==> config.mk <==
export PLATFORM = sky130hd
export DESIGN_NAME = fast_gpio_fe
export DESIGN_NICKNAME = d
export VERILOG_FILES = /design/src/rtl/fast_gpio_fe_pkg.sv /design/src/rtl/gpio_sync.sv /design/src/rtl/gpio_in_unit.sv /design/src/rtl/gpio_out_unit.sv /design/src/rtl/fast_gpio_fe.sv
export SDC_FILE = /design/constraint.sdc
export NUM_CORES = 1
export LEC_CHECK = 0
export BUFFER_PORTS_ARGS = -buffer_cell sky130_fd_sc_hd__clkbuf_2
export CELL_PAD_IN_SITES_DETAIL_PLACEMENT = 0
export CELL_PAD_IN_SITES_GLOBAL_PLACEMENT = 2
export CORE_ASPECT_RATIO = 1.5
export CORE_MARGIN = 3
export CORE_UTILIZATION = 37
export CTS_BUF_LIST = sky130_fd_sc_hd__clkbuf_8
export DETAILED_ROUTE_END_ITERATION = 8
export PLACE_DENSITY = 0.81
export RECOVER_POWER = 25
export SYNTH_ARGS = -nofsm -noshare
export SYNTH_HDL_FRONTEND = slang
export SYNTH_SLANG_ARGS = --single-unit
export TNS_END_PERCENT = 50
==> constraint.sdc <==
create_clock -name clk_i -period 2.5 [get_ports clk_i]
set_input_delay 0.125 -clock clk_i [delete_from_list [all_inputs] [get_ports clk_i]]
set_output_delay 0.125 -clock clk_i [all_outputs]
set_load 0.005 [all_outputs]
==> src/rtl/fast_gpio_fe_pkg.sv <==
package fast_gpio_fe_pkg;
  typedef enum logic [1:0] {
    IN_DIRECT  = 2'b00,
    IN_CAPTURE = 2'b01,
    IN_SHIFT   = 2'b10,
    IN_RSVD    = 2'b11
  } in_mode_e;

  typedef enum logic {
    OUT_DIRECT = 1'b0,
    OUT_SHIFT  = 1'b1
  } out_mode_e;
endpackage

==> src/rtl/gpio_sync.sv <==
module gpio_sync #(
  parameter int W      = 32,
  parameter int STAGES = 2
) (
  input  logic         clk_i,
  input  logic         rst_ni,
  input  logic [W-1:0] d_i,
  output logic [W-1:0] q_o
);
  logic [W-1:0] stg_q [STAGES];

  always_ff @(posedge clk_i or negedge rst_ni)
    if (!rst_ni) stg_q[0] <= '0;
    else         stg_q[0] <= d_i;

  for (genvar s = 1; s < STAGES; s++) begin : g_stage
    always_ff @(posedge clk_i or negedge rst_ni)
      if (!rst_ni) stg_q[s] <= '0;
      else         stg_q[s] <= stg_q[s-1];
  end

  assign q_o = stg_q[STAGES-1];
endmodule

==> src/rtl/gpio_in_unit.sv <==
module gpio_in_unit
  import fast_gpio_fe_pkg::*;
#(
  parameter int CAP_W   = 16,
  parameter int SHIFT_W = 28
) (
  input  logic               clk_i,
  input  logic               rst_ni,
  input  in_mode_e           mode_i,
  input  logic [CAP_W:0]     pin_s_i,   // synchronised pins, bit CAP_W is the strobe
  output logic [CAP_W-1:0]   cap_o,
  output logic [SHIFT_W-1:0] sh_o,
  output logic               done_o
);
  localparam int CNT_W = $clog2(SHIFT_W + 1);

  in_mode_e           mode_q;
  logic               stb_q, sck_q, done_q;
  logic [CAP_W-1:0]   cap_q;
  logic [SHIFT_W-1:0] sh_q;
  logic [CNT_W-1:0]   cnt_q;

  logic mode_chg, stb_rise, sck_rise;
  assign mode_chg = (mode_i != mode_q);
  assign stb_rise = pin_s_i[CAP_W] & ~stb_q;
  assign sck_rise = pin_s_i[1] & ~sck_q;

  always_ff @(posedge clk_i or negedge rst_ni) begin
    if (!rst_ni) begin
      mode_q <= IN_DIRECT;
      stb_q  <= 1'b0;
      sck_q  <= 1'b0;
      cap_q  <= '0;
      sh_q   <= '0;
      cnt_q  <= '0;
      done_q <= 1'b0;
    end else begin
      mode_q <= mode_i;
      stb_q  <= pin_s_i[CAP_W];
      sck_q  <= pin_s_i[1];
      if (mode_chg) begin
        cap_q  <= '0;
        sh_q   <= '0;
        cnt_q  <= '0;
        done_q <= 1'b0;
      end else begin
        if (mode_i == IN_CAPTURE && stb_rise) cap_q <= pin_s_i[CAP_W-1:0];
        if (mode_i == IN_SHIFT && sck_rise && !done_q) begin
          sh_q  <= {sh_q[SHIFT_W-2:0], pin_s_i[0]};
          cnt_q <= cnt_q + 1'b1;
          if (cnt_q == CNT_W'(SHIFT_W - 1)) done_q <= 1'b1;
        end
      end
    end
  end

  assign cap_o  = cap_q;
  assign sh_o   = sh_q;
  assign done_o = done_q;
endmodule

==> src/rtl/gpio_out_unit.sv <==
module gpio_out_unit
  import fast_gpio_fe_pkg::*;
#(
  parameter int OUT_W = 32,
  parameter int DIV   = 2
) (
  input  logic             clk_i,
  input  logic             rst_ni,
  input  out_mode_e        mode_i,
  input  logic             wr_en_i,
  input  logic [OUT_W-1:0] wr_word_i,
  output logic [OUT_W-1:0] pins_o,
  output logic             busy_o
);
  localparam int BCNT_W = $clog2(OUT_W + 1);
  localparam int DCNT_W = $clog2(DIV + 1);

  out_mode_e         mode_q;
  logic [OUT_W-1:0]  out_q, sr_q;
  logic [BCNT_W-1:0] bcnt_q;
  logic [DCNT_W-1:0] dcnt_q;
  logic              sck_q;
  logic              busy;

  assign busy = (bcnt_q != '0);

  always_ff @(posedge clk_i or negedge rst_ni) begin
    if (!rst_ni) begin
      mode_q <= OUT_DIRECT;
      out_q  <= '0;
      sr_q   <= '0;
      bcnt_q <= '0;
      dcnt_q <= '0;
      sck_q  <= 1'b0;
    end else begin
      mode_q <= mode_i;
      if (wr_en_i && mode_i == OUT_DIRECT) out_q <= wr_word_i;
      if (mode_i != mode_q) begin
        sr_q   <= '0;
        bcnt_q <= '0;
        dcnt_q <= '0;
        sck_q  <= 1'b0;
      end else if (mode_i == OUT_SHIFT) begin
        if (!busy) begin
          if (wr_en_i) begin
            sr_q   <= wr_word_i;
            bcnt_q <= BCNT_W'(OUT_W);
            dcnt_q <= '0;
            sck_q  <= 1'b0;
          end
        end else if (dcnt_q == DCNT_W'(DIV - 1)) begin
          dcnt_q <= '0;
          if (sck_q) begin
            sck_q  <= 1'b0;
            sr_q   <= sr_q << 1;
            bcnt_q <= bcnt_q - 1'b1;
          end else begin
            sck_q <= 1'b1;
          end
        end else begin
          dcnt_q <= dcnt_q + 1'b1;
        end
      end
    end
  end

  always_comb begin
    if (mode_i == OUT_SHIFT) begin
      pins_o    = '0;
      pins_o[0] = sr_q[OUT_W-1];
      pins_o[1] = sck_q;
    end else begin
      pins_o = out_q;
    end
  end

  assign busy_o = busy;
endmodule

==> src/rtl/fast_gpio_fe.sv <==
module fast_gpio_fe
  import fast_gpio_fe_pkg::*;
#(
  parameter int IN_W    = 30,
  parameter int STAT_W  = 2,
  parameter int CAP_W   = 16,
  parameter int SHIFT_W = 28,
  parameter int OUT_W   = 32,
  parameter int DIV     = 2
) (
  input  logic                    clk_i,
  input  logic                    rst_ni,
  input  logic [1:0]              in_mode_i,
  input  logic                    out_mode_i,
  input  logic [IN_W-1:0]         pins_i,
  input  logic [STAT_W-1:0]       host_stat_i,
  input  logic                    wr_en_i,
  input  logic [OUT_W-1:0]        wr_word_i,
  output logic [IN_W+STAT_W-1:0]  rd_word_o,
  output logic [OUT_W-1:0]        pins_o,
  output logic                    shift_done_o,
  output logic                    out_busy_o
);
  localparam int RD_W = IN_W + STAT_W;

  in_mode_e           in_mode;
  out_mode_e          out_mode;
  logic [RD_W-1:0]    sync_w;
  logic [IN_W-1:0]    pin_s;
  logic [STAT_W-1:0]  stat_s;
  logic [CAP_W-1:0]   cap;
  logic [SHIFT_W-1:0] sh;
  logic               done;
  logic [IN_W-1:0]    low;

  assign in_mode  = in_mode_e'(in_mode_i);
  assign out_mode = out_mode_e'(out_mode_i);

  gpio_sync #(.W(RD_W), .STAGES(2)) u_sync (
    .clk_i (clk_i),
    .rst_ni(rst_ni),
    .d_i   ({host_stat_i, pins_i}),
    .q_o   (sync_w)
  );
  assign pin_s  = sync_w[IN_W-1:0];
  assign stat_s = sync_w[RD_W-1:IN_W];

  gpio_in_unit #(.CAP_W(CAP_W), .SHIFT_W(SHIFT_W)) u_in (
    .clk_i  (clk_i),
    .rst_ni (rst_ni),
    .mode_i (in_mode),
    .pin_s_i(pin_s[CAP_W:0]),
    .cap_o  (cap),
    .sh_o   (sh),
    .done_o (done)
  );

  always_comb begin
    low = '0;
    unique case (in_mode)
      IN_CAPTURE: low[CAP_W-1:0] = cap;
      IN_SHIFT: begin
        low[SHIFT_W-1:0] = sh;
        low[SHIFT_W]     = done;
      end
      default: low = pin_s;
    endcase
  end
  assign rd_word_o    = {stat_s, low};
  assign shift_done_o = done;

  gpio_out_unit #(.OUT_W(OUT_W), .DIV(DIV)) u_out (
    .clk_i    (clk_i),
    .rst_ni   (rst_ni),
    .mode_i   (out_mode),
    .wr_en_i  (wr_en_i),
    .wr_word_i(wr_word_i),
    .pins_o   (pins_o),
    .busy_o   (out_busy_o)
  );
endmodule

==> results of run 1 <==
layer usage:
layer / GRT usage [%] / routed length, um / vias up
met4: 4.83 / 242 / 0
met1: 21.6 / 8500 / 2921
met5: 0 / 0 / -
met2: 29.3 / 9920 / 122
met3: 3.92 / 736 / 17
li1: - / - / 2883
power by group through the flow:
| stage | Clock, mW | Combinational, mW | Sequential (mW) |
|---|---|---|---|
| global placement | 0 | 2.08 | 3.82 |
| CTS | 2.10 | 2.19 | 3.77 |
| global route | 2.22 | 2.44 | 3.83 |
| finish | 2.01 | 2.19 | 3.77 |
| detailed placement | 0 | 2.09 | 3.82 |
| floorplan | 0 | 1.47 | 3.72 |
placed cells by master (no fill, tap or decap), types with 4 or more instances in the layout:
cell and n:
nor2b_1 32, clkbuf_2 131, inv_1 12, dlygate4sd3_1 67, a22o_1 6, clkbuf_1 5
inv_6 4, mux2_4 16, a22oi_1 17, mux2_2 52, nor2_1 12, nand3_1 34
clkinvlp_4 5, dfrtp_1 192, a21oi_1 78, clkbuf_8 17, buf_4 19, o21ai_0 58
ha_1 4, nand2_1 129
sequential cells by signal, summed over array words and instances, names as in the netlist:
| signal | cells |
|---|---|
| u_out.out_q | 32 |
| u_out.sr_q | 32 |
| u_sync.q_o | 32 |
| u_sync.stg_q | 32 |
| u_in.sh_o | 28 |
| u_in.cap_o | 16 |
| u_out.bcnt_q | 6 |
| u_in.cnt_q | 5 |
| u_in.mode_q | 2 |
| u_out.dcnt_q | 2 |
| u_in.done_o | 1 |
| u_in.sck_q | 1 |
| u_in.stb_q | 1 |
| u_out.mode_q | 1 |
| u_out.sck_q | 1 |
synthesized netlist by cell type, types with 12 or more instances:
cell type and n:
nand3_1 34, nor2b_1 32, o21ai_0 58, mux2_4 16, a22oi_1 17, nor2_1 13, dfrtp_1 192, mux2_2 52
a21oi_1 79, clkbuf_1 47, nand2_1 129, inv_1 12
worst max-delay path: cells and delay by family (launching register included):
family / cells / cell delay (ps)
adder cells (fa/ha/maj): 1 / 210
buffers and inverters: 4 / 520
flip-flops: 1 / 430
AND/OR/NAND/NOR: 2 / 600
kinds of logic after synthesis:
family / Yosys count / share of synthesized area, %
AND/OR/NAND/NOR: 226 / 12.9
flip-flops: 192 / 59.8
AO/OA/AOI/OAI: 171 / 12.0
buffers and inverters: 70 / 3.67
multiplexers: 68 / 10.3
XOR/XNOR: 6 / 0.654
adder cells (fa/ha/maj): 5 / 0.778
final cells by class:
cell class | count | area [um2]
sequential | 192 | 4800
fill | 1979 | 11100
multi-input combinational | 476 | 2980
timing repair buffer | 226 | 1560
inverter | 12 | 45.0
clock inverter | 15 | 151
clock buffer | 17 | 234
tap | 268 | 335
worst paths after layout:
path / start / endpoint / slack [ps]
min: wr_en_i / u_out.sck_q$_DFFE_PN0P_ / 70
min in group asynchronous: rst_ni / u_in.cap_o[8]$_DFFE_PN0P_ / 700
max in group asynchronous: rst_ni / u_out.out_q[16]$_DFFE_PN0P_ / 660
max: u_out.bcnt_q[1]$_DFFE_PN0P_ / out_busy_o / 140
min reg2reg: u_sync.stg_q[42]$_DFF_PN0_ / u_sync.q_o[10]$_DFF_PN0_ / 350
max reg2reg: u_out.bcnt_q[1]$_DFFE_PN0P_ / u_out.sr_q[17]$_DFFE_PN0P_ / 210
timing repair:
item / CTS / global route
setup endpoints to repair: 1 / 1
gates resized for setup: 1 / 3
hold buffers: 67 / 0
hold endpoints to repair: 136 / 0
setup buffers: 0 / 1
==> metrics, run 1 <==
Worst EP arrival=2230 ps; final hold violations=0; Max Cap Viol=2; Post-synth ARST share=100%; Final Util=47.6%; die area=23600 um2; DR iter-0 viols=379; Longest Clk Path Bufs=2; Max H-tree Level=4; Routed WL per cell=16.1 um; Placed Area=9050 um2; number of flops mapped to enable cells by yosys=0; Worst Reg-to-Reg Cells=7; CTS tree=built; Clock Latency Late Sink=470 ps; top post-synthesis cells by area=dfrtp_1 60%, mux2_2 7.3%, nand2_1 6.0%; Chip Width=126 um; internal power=5.33 mW; Min-Delay Path Class=in2reg; CP endpoint kind=output pin; Tmin final=2360 ps; Switching Fraction=33.2%; Boundary Pins=136; clk sinks=192; Max Slew Vio Count=104; CP max stage delay=490 ps; cell taking the most area after synthesis=dfrtp_1; port bufs=135; post-route ant nets=0; Post-Syn Nets=813; nets=1000; drt first pass iters=4; post-synth design cell area=8040 um2; CP required=2380 ps; Worst path slowest cell=or4b_4; hold path depth=4; register bit total from synthesis=192; Worst path most repeated cell=inv_1; Synthesis Warnings=0; top_reg_cell synth=dfrtp_1; Setup TNS=0 ps; final cell count without fillers=1206; area of the core=21200 um2; post-DP HPWL=12.4 mm; gpl congestion=0.800; failing checks=capacitance limit, slew limit; final instance area=10100 um2; final wirelength=19.4 mm; Tcrit/Tclk final=94.2%; vias per std cell=4.93; Inst Count DP=1106; CTS Buf Count=17; run status=complete, but fails checks; clock skew=10.9 ps; Area growth, synth to finish=25.8%; share of power burned in combinational logic=27.5%; syn_area_per_cell=10.9 um2; Root Buffer=clkbuf_8; # setup viols final=0; unrepaired setup endpoints after global routing=false; FP Rows=65; Mapped Cells=738; vias=5943; Die Height=187 um; Initial Util=37.9%; Clock Power Share=25.2%; Peak Freq=424 MHz; CP cell instances=inv_1 > ha_2 > or4b_4 > buf_6 > nor2_2 > inv_1 > clkbuf_2; worst-case vdd ir drop=0.382 mV; Worst Tran Pin Value=1860 ps; diode count=0; layout cell share with drive strength beyond 1=27.9%; Remaining DRCs=0; total power draw=7.97 mW; switching pwr=2.64 mW; hold_ws=67.6 ps; Seq pwr share=47.3%; Total GRT Usage=17.1%; startpoint types=flip-flop; Relative slew margins=-24.1%; critical path class=reg2out; first-pass GRT wire length=32.9 mm; Synth cell types=42; leakage=4.49 nW; largest net degree at the start of global routing=72; CP max FO=34; post-synth top area share=59.8%; antenna violations before repair=0; setup slack at placement=233 ps; Pwr Density=788 nW/um2; clock-pin slew on the worst setup and hold paths=110 ps; GRT overflow=0; vias in the first global route=6286; post-route setup slack=144 ps; sequential-to-total area share from yosys stat=59.8%
No activity file was read; power rests on OpenSTA's default activity.
==> inputs of run 2 (changes only) <==
--- a/config.mk
+++ b/config.mk
@@ -10,12 +10,14 @@
 export CELL_PAD_IN_SITES_GLOBAL_PLACEMENT = 2
 export CORE_ASPECT_RATIO = 1.5
 export CORE_MARGIN = 3
-export CORE_UTILIZATION = 37
+export CORE_UTILIZATION = 38
 export CTS_BUF_LIST = sky130_fd_sc_hd__clkbuf_8
 export DETAILED_ROUTE_END_ITERATION = 8
 export PLACE_DENSITY = 0.81
 export RECOVER_POWER = 25
+export REMOVE_ABC_BUFFERS = 1
 export SYNTH_ARGS = -nofsm -noshare
 export SYNTH_HDL_FRONTEND = slang
+export SYNTH_HIERARCHICAL = 1
 export SYNTH_SLANG_ARGS = --single-unit
 export TNS_END_PERCENT = 50
==> constraint.sdc (replaced) <==
create_clock -name clk_i -period 2.5 [get_ports clk_i]
set_input_delay 0.5 -clock clk_i [delete_from_list [all_inputs] [get_ports clk_i]]
set_output_delay 0.5 -clock clk_i [all_outputs]
set_load 0.005 [all_outputs]
==> run 2 against run 1 <==
- the flow finishes with violations (capacitance limit)
- cell count is 5.1% lower
- sequential share of layout area is 1.5 points higher
- via count increased by 0.47%
- maximum frequency increased by 0.14%
- routed wire length rose by 1.7%
- sequential power decreased by 1%
==> metrics, run 2 <==
run status=complete, but fails checks; failing checks=capacitance limit; post-synth top area share=56.3%; top post-synthesis cells by count=192 x dfrtp_1, 76 x o21ai_0, 62 x nand3_1; diode count=0; metal3 WL=736 um; clk sinks=192; commonest non-fill, non-tap cell in the layout=dfrtp_1; Worst path slowest cell=or3b_4; CP endpoint kind=output pin; Root Buffer=clkbuf_8; Relative slew margins=0.235%; largest net degree at the start of global routing=59; max layer used=met4; Tcrit/Tclk final=94.1%; Synth cell types=55; clock-pin slew on the worst setup and hold paths=100 ps; antenna violations before repair=0; die area=24300 um2; CP cell instances=inv_1 > ha_1 > or3b_4 > nor2_4 > inv_2 > clkbuf_2; clock skew=13.3 ps; Boundary Pins=136; R2R Setup Slk=390 ps; port bufs=135; Worst Tran Pin Value=1500 ps; hold endpoint=u_sync/stg_q[40]$_DFF_PN0_; Routed WL per cell=17.2 um; vias=5971; Longest Clk Path Bufs=2; Peak Freq=425 MHz; Die Height=190 um; min-delay src=pins_i[8]; worst-case vdd ir drop=0.384 mV; leakage=4.52 nW; count leader, synth=dfrtp_1; gpl congestion=0.795; # setup viols final=0; number of flops mapped to enable cells by yosys=0; CP max stage delay=420 ps; Worst Reg-to-Reg Cells=7; hold path depth=1; FP Rows=66; Area growth, synth to finish=14.7%; Mapped Cells=761; top post-synthesis cells by area=dfrtp_1 56%, o21ai_0 4.5%, mux2_2 4.2%; Initial Util=39.0%; post-route ant nets=0; Worst EP arrival=1850 ps; final wirelength=19.7 mm; vias per std cell=5.21; Pwr Density=839 nW/um2; CP max FO=4; post-DP HPWL=13.2 mm; CTS Buf Count=17; vias in the first global route=6288; first-pass GRT wire length=33.0 mm; GRT overflow=0; commonest non-fill, non-tap cells in the layout=192 x dfrtp_1, 134 x clkbuf_2, 76 x o21ai_0; CP required=2000 ps; cell taking the most area after synthesis=dfrtp_1; startpoint types=flip-flop; sequential-to-total area share from yosys stat=56.3%; Routed met2 length=10.3 mm; R2R Path End=u_out/sr_q[12]$_DFFE_PN0P_; Min-Delay Path Class=in2reg; Chip Width=128 um; final hold violations=0; Total GRT Usage=16.9%; Synthesis Warnings=6; area of the core=21900 um2; Inst Count DP=1111; critical path class=reg2out; reg2reg start=u_out/bcnt_q[0]$_DFFE_PN0P_; Post-synth ARST share=100%; syn_area_per_cell=11.2 um2; Remaining DRCs=0; DR iter-0 viols=362; Max Cap Viol=1; layout cell share with drive strength beyond 1=28.5%; nets=935; Max Slew Vio Count=0; Max H-tree Level=4; final cell count without fillers=1145; Tmin final=2350 ps; CTS tree=built; post-synth design cell area=8540 um2; unrepaired setup endpoints after global routing=false; drt first pass iters=4; top_reg_cell synth=dfrtp_1; register bit total from synthesis=192; Setup TNS=0 ps; M1 wire length=8.51 mm; Clock Latency Late Sink=470 ps
[run 2: critical path: cells and delay by family (launching register included)]
family / cells / cell delay, ps
AND/OR/NAND/NOR: 2 / 540
flip-flops: 1 / 390
buffers and inverters: 3 / 240
adder cells (fa/ha/maj): 1 / 210
[run 2: how the worst max path moves through the flow]
stage | cells past startpoint | end | startpoint
5_1_grt | 6 | out_busy_o | u_out/bcnt_q[0]$_DFFE_PN0P_
4_1_cts | 6 | out_busy_o | u_out/bcnt_q[0]$_DFFE_PN0P_
3_3_place_gp | 6 | rd_word_o[19] | in_mode_i[1]
3_5_place_dp | 6 | rd_word_o[24] | in_mode_i[1]
6_report | 6 | out_busy_o | u_out/bcnt_q[0]$_DFFE_PN0P_
2_1_floorplan | 4 | u_out/bcnt_q[1]$_DFFE_PN0P_ | u_out/bcnt_q[5]$_DFFE_PN0P_
[run 2: report_power, final]
group	total (mW)	switching [mW]	internal [mW]	leakage (nW)
logic	2.15	1.24	0.912	1.87
clock network	2.34	1.22	1.12	0.226
registers	3.73	0.213	3.52	2.42
[run 2: per-stage QoR]
stage / setup slack, ps / utilization [%] / instance area (um2) / power (mW) / hold slack [ps]
after global placement: 273 / 42.6 / 9330 / 5.91 / 331
after CTS: 75.1 / 44.8 / 9810 / 8.35 / 73.5
final: 147 / 44.8 / 9800 / 8.22 / 128
after detailed placement: 236 / 42.6 / 9330 / 5.94 / 335
after floorplan: -1060 / - / 7960 / 5.06 / 204
after global routing: 28.8 / 44.8 / 9800 / 8.75 / 72.7
[run 2: cell families (layout without fill, tap and decap cells)]
family	count (synthesis)	count (layout)	share of synthesized area (%)
AOI/OAI and AO/OA	213	213	15.8
adders and majority gates	5	5	0.733
xor gates and xnor gates	2	2	0.205
and+or+nand+nor	143	143	9.69
buffers and inverters	137	249	8.73
DFF	192	192	56.3
muxes	69	69	8.62
[run 2: area by class of cell]
cell class	instances	area, um2
fillers	2115	12100
flip-flops and latches	192	4800
multi-input cells	432	3010
repair buffers	173	1020
well taps	272	340
clock buffers	17	234
clock inverters	15	225
inverters	44	165
[run 2: repair_timing]
action                                 in CTS  in global routing
buffers inserted                            1                  0
setup endpoints to repair                   1                  1
gates resized for setup                     1                  1
hold buffers                                1                  0
pin swaps                                   1                  0
endpoints found under the hold margin      54                  0
[run 2: routing by layer]
| layer | GRT usage (%) | up-vias |
|---|---|---|
| met2 | 29.6 | 125 |
| met5 | 0 | - |
| met4 | 4.82 | 0 |
| li1 | - | 2812 |
| met1 | 20.9 | 3021 |
| met3 | 3.68 | 13 |
==> inputs of run 3 (changes only) <==
==> constraint.sdc (replaced) <==
create_clock -name clk_i -period 2.3 [get_ports clk_i]
set_input_delay 0.46 -clock clk_i [delete_from_list [all_inputs] [get_ports clk_i]]
set_output_delay 0.46 -clock clk_i [all_outputs]
set_load 0.005 [all_outputs]
==> run 3 against run 2 <==
- the flow finishes with violations (capacitance limit, slew limit)
- count of clock-buffer cells in the layout stayed put
- die area stayed put
- cell count hardly changed
- combinational power is 10% higher
- critical endpoint unchanged
==> metrics, run 3 (synthesis gave the netlist of run 2 again) <==
Chip Width=128 um; Remaining DRCs=0; die area=24300 um2; Setup TNS=0 ps; Area growth, synth to finish=14.2%; FP Rows=66; Max Cap Viol=1; post-route ant nets=0; commonest non-fill, non-tap cell in the layout=dfrtp_1; Clock Latency Late Sink=460 ps; critical path class=reg2out; Initial Util=39.0%; hold_ws=94.2 ps; Routed WL per cell=17.1 um; CP required=1840 ps; clock skew=12.7 ps; largest net degree at the start of global routing=62; Worst Tran Pin Value=1630 ps; vias per std cell=5.27; drt first pass iters=4; final cell count without fillers=1146; DR iter-0 viols=255; vias=6034; area of the core=21900 um2; port bufs=135; Tmin final=2220 ps; Pwr Density=890 nW/um2; CP max FO=4; Max Slew Vio Count=60; first-pass GRT wire length=32.7 mm; gpl congestion=0.792; diode count=0; Longest Clk Path Bufs=2; antenna violations before repair=0; Boundary Pins=136; # setup viols final=0; Total GRT Usage=16.7%; Max H-tree Level=4; CP endpoint kind=output pin; leakage=4.51 nW; unrepaired setup endpoints after global routing=true; Inst Count DP=1111; vias in the first global route=6348; run status=complete, but fails checks; Peak Freq=450 MHz; CTS Buf Count=17; FILL cells=2100; Min-Delay Path Class=in2reg; layout cell share with drive strength beyond 1=28.4%; failing checks=capacitance limit, slew limit; final wirelength=19.6 mm; clock-pin slew on the worst setup and hold paths=100 ps; Worst EP arrival=1760 ps; nets=936; Root Buffer=clkbuf_8; Die Height=190 um; clk sinks=192; Tcrit/Tclk final=96.7%; CTS tree=built; GRT overflow=0; startpoint types=flip-flop; Relative slew margins=-8.48%; post-DP HPWL=13.2 mm; worst-case vdd ir drop=0.404 mV; commonest non-fill, non-tap cells in the layout=192 x dfrtp_1, 133 x clkbuf_2, 76 x o21ai_0; final hold violations=0
[run 3: per-layer routing]
layer	vias up	GRT usage, %	share of wire (%)
li1	2808	-	-
met1	3074	20.8	42
met2	132	28.8	52
met3	20	3.71	4.1
met4	0	5.15	1.5
met5	-	0	0
[run 3: final timing paths]
check / start / slack [ps] / cells past startpoint / to
min reg2reg: u_sync/stg_q[45]$_DFF_PN0_ / 350 / 0 / u_sync/q_o[13]$_DFF_PN0_
max reg2reg: u_out/bcnt_q[0]$_DFFE_PN0P_ / 310 / 7 / u_out/sr_q[22]$_DFFE_PN0P_
max in group asynchronous: rst_ni / 250 / 3 / u_out/mode_q$_DFF_PN0_
min in group asynchronous: rst_ni / 930 / 2 / u_sync/stg_q[34]$_DFF_PN0_
max: u_out/bcnt_q[0]$_DFFE_PN0P_ / 80 / 6 / out_busy_o
min: pins_i[2] / 90 / 1 / u_sync/stg_q[34]$_DFF_PN0_
[run 3: what timing repair did]
item                                    4_1_cts  5_1_grt
resized for setup                             6        0
hold buffers                                  1        0
endpoints found under the setup margin        1        1
hold endpoints to repair                     57        0
buffers inserted                              1        1
pin swaps                                     2        0
[run 3: final cells by class]
type | instances | area (um2) | area share [%]
Tap cell | 272 | 340 | 3.49
Clock inverter | 15 | 169 | 1.73
Clock buffer | 17 | 234 | 2.40
Sequential cell | 192 | 4800 | 49.2
Multi-Input combinational cell | 432 | 3020 | 30.9
Inverter | 44 | 165 | 1.69
Timing Repair Buffer | 174 | 1020 | 10.5
[run 3: worst max-delay path, cell delays in order, from the launching register on]
cell and delay, ps:
dfrtp_1 400, inv_2 80, ha_4 140, or3b_4 400, nor2_4 120, inv_2 50, clkbuf_2 110
[run 3: power breakdown]
part	switching [mW]	internal, mW
sequential	0.224	3.82
combinational	1.37	1.01
clock	1.20	1.07
[run 3: metrics by stage]
step	util (%)	setup WS (ps)	power, mW	cell area, um2
2_1_floorplan	-	-1260	5.50	7960
3_3_place_gp	42.6	162	6.42	9330
3_5_place_dp	42.6	130	6.45	9330
4_1_cts	44.6	5.75	8.83	9770
5_1_grt	44.6	-55.0	9.28	9760
6_report	44.6	76.1	8.69	9760
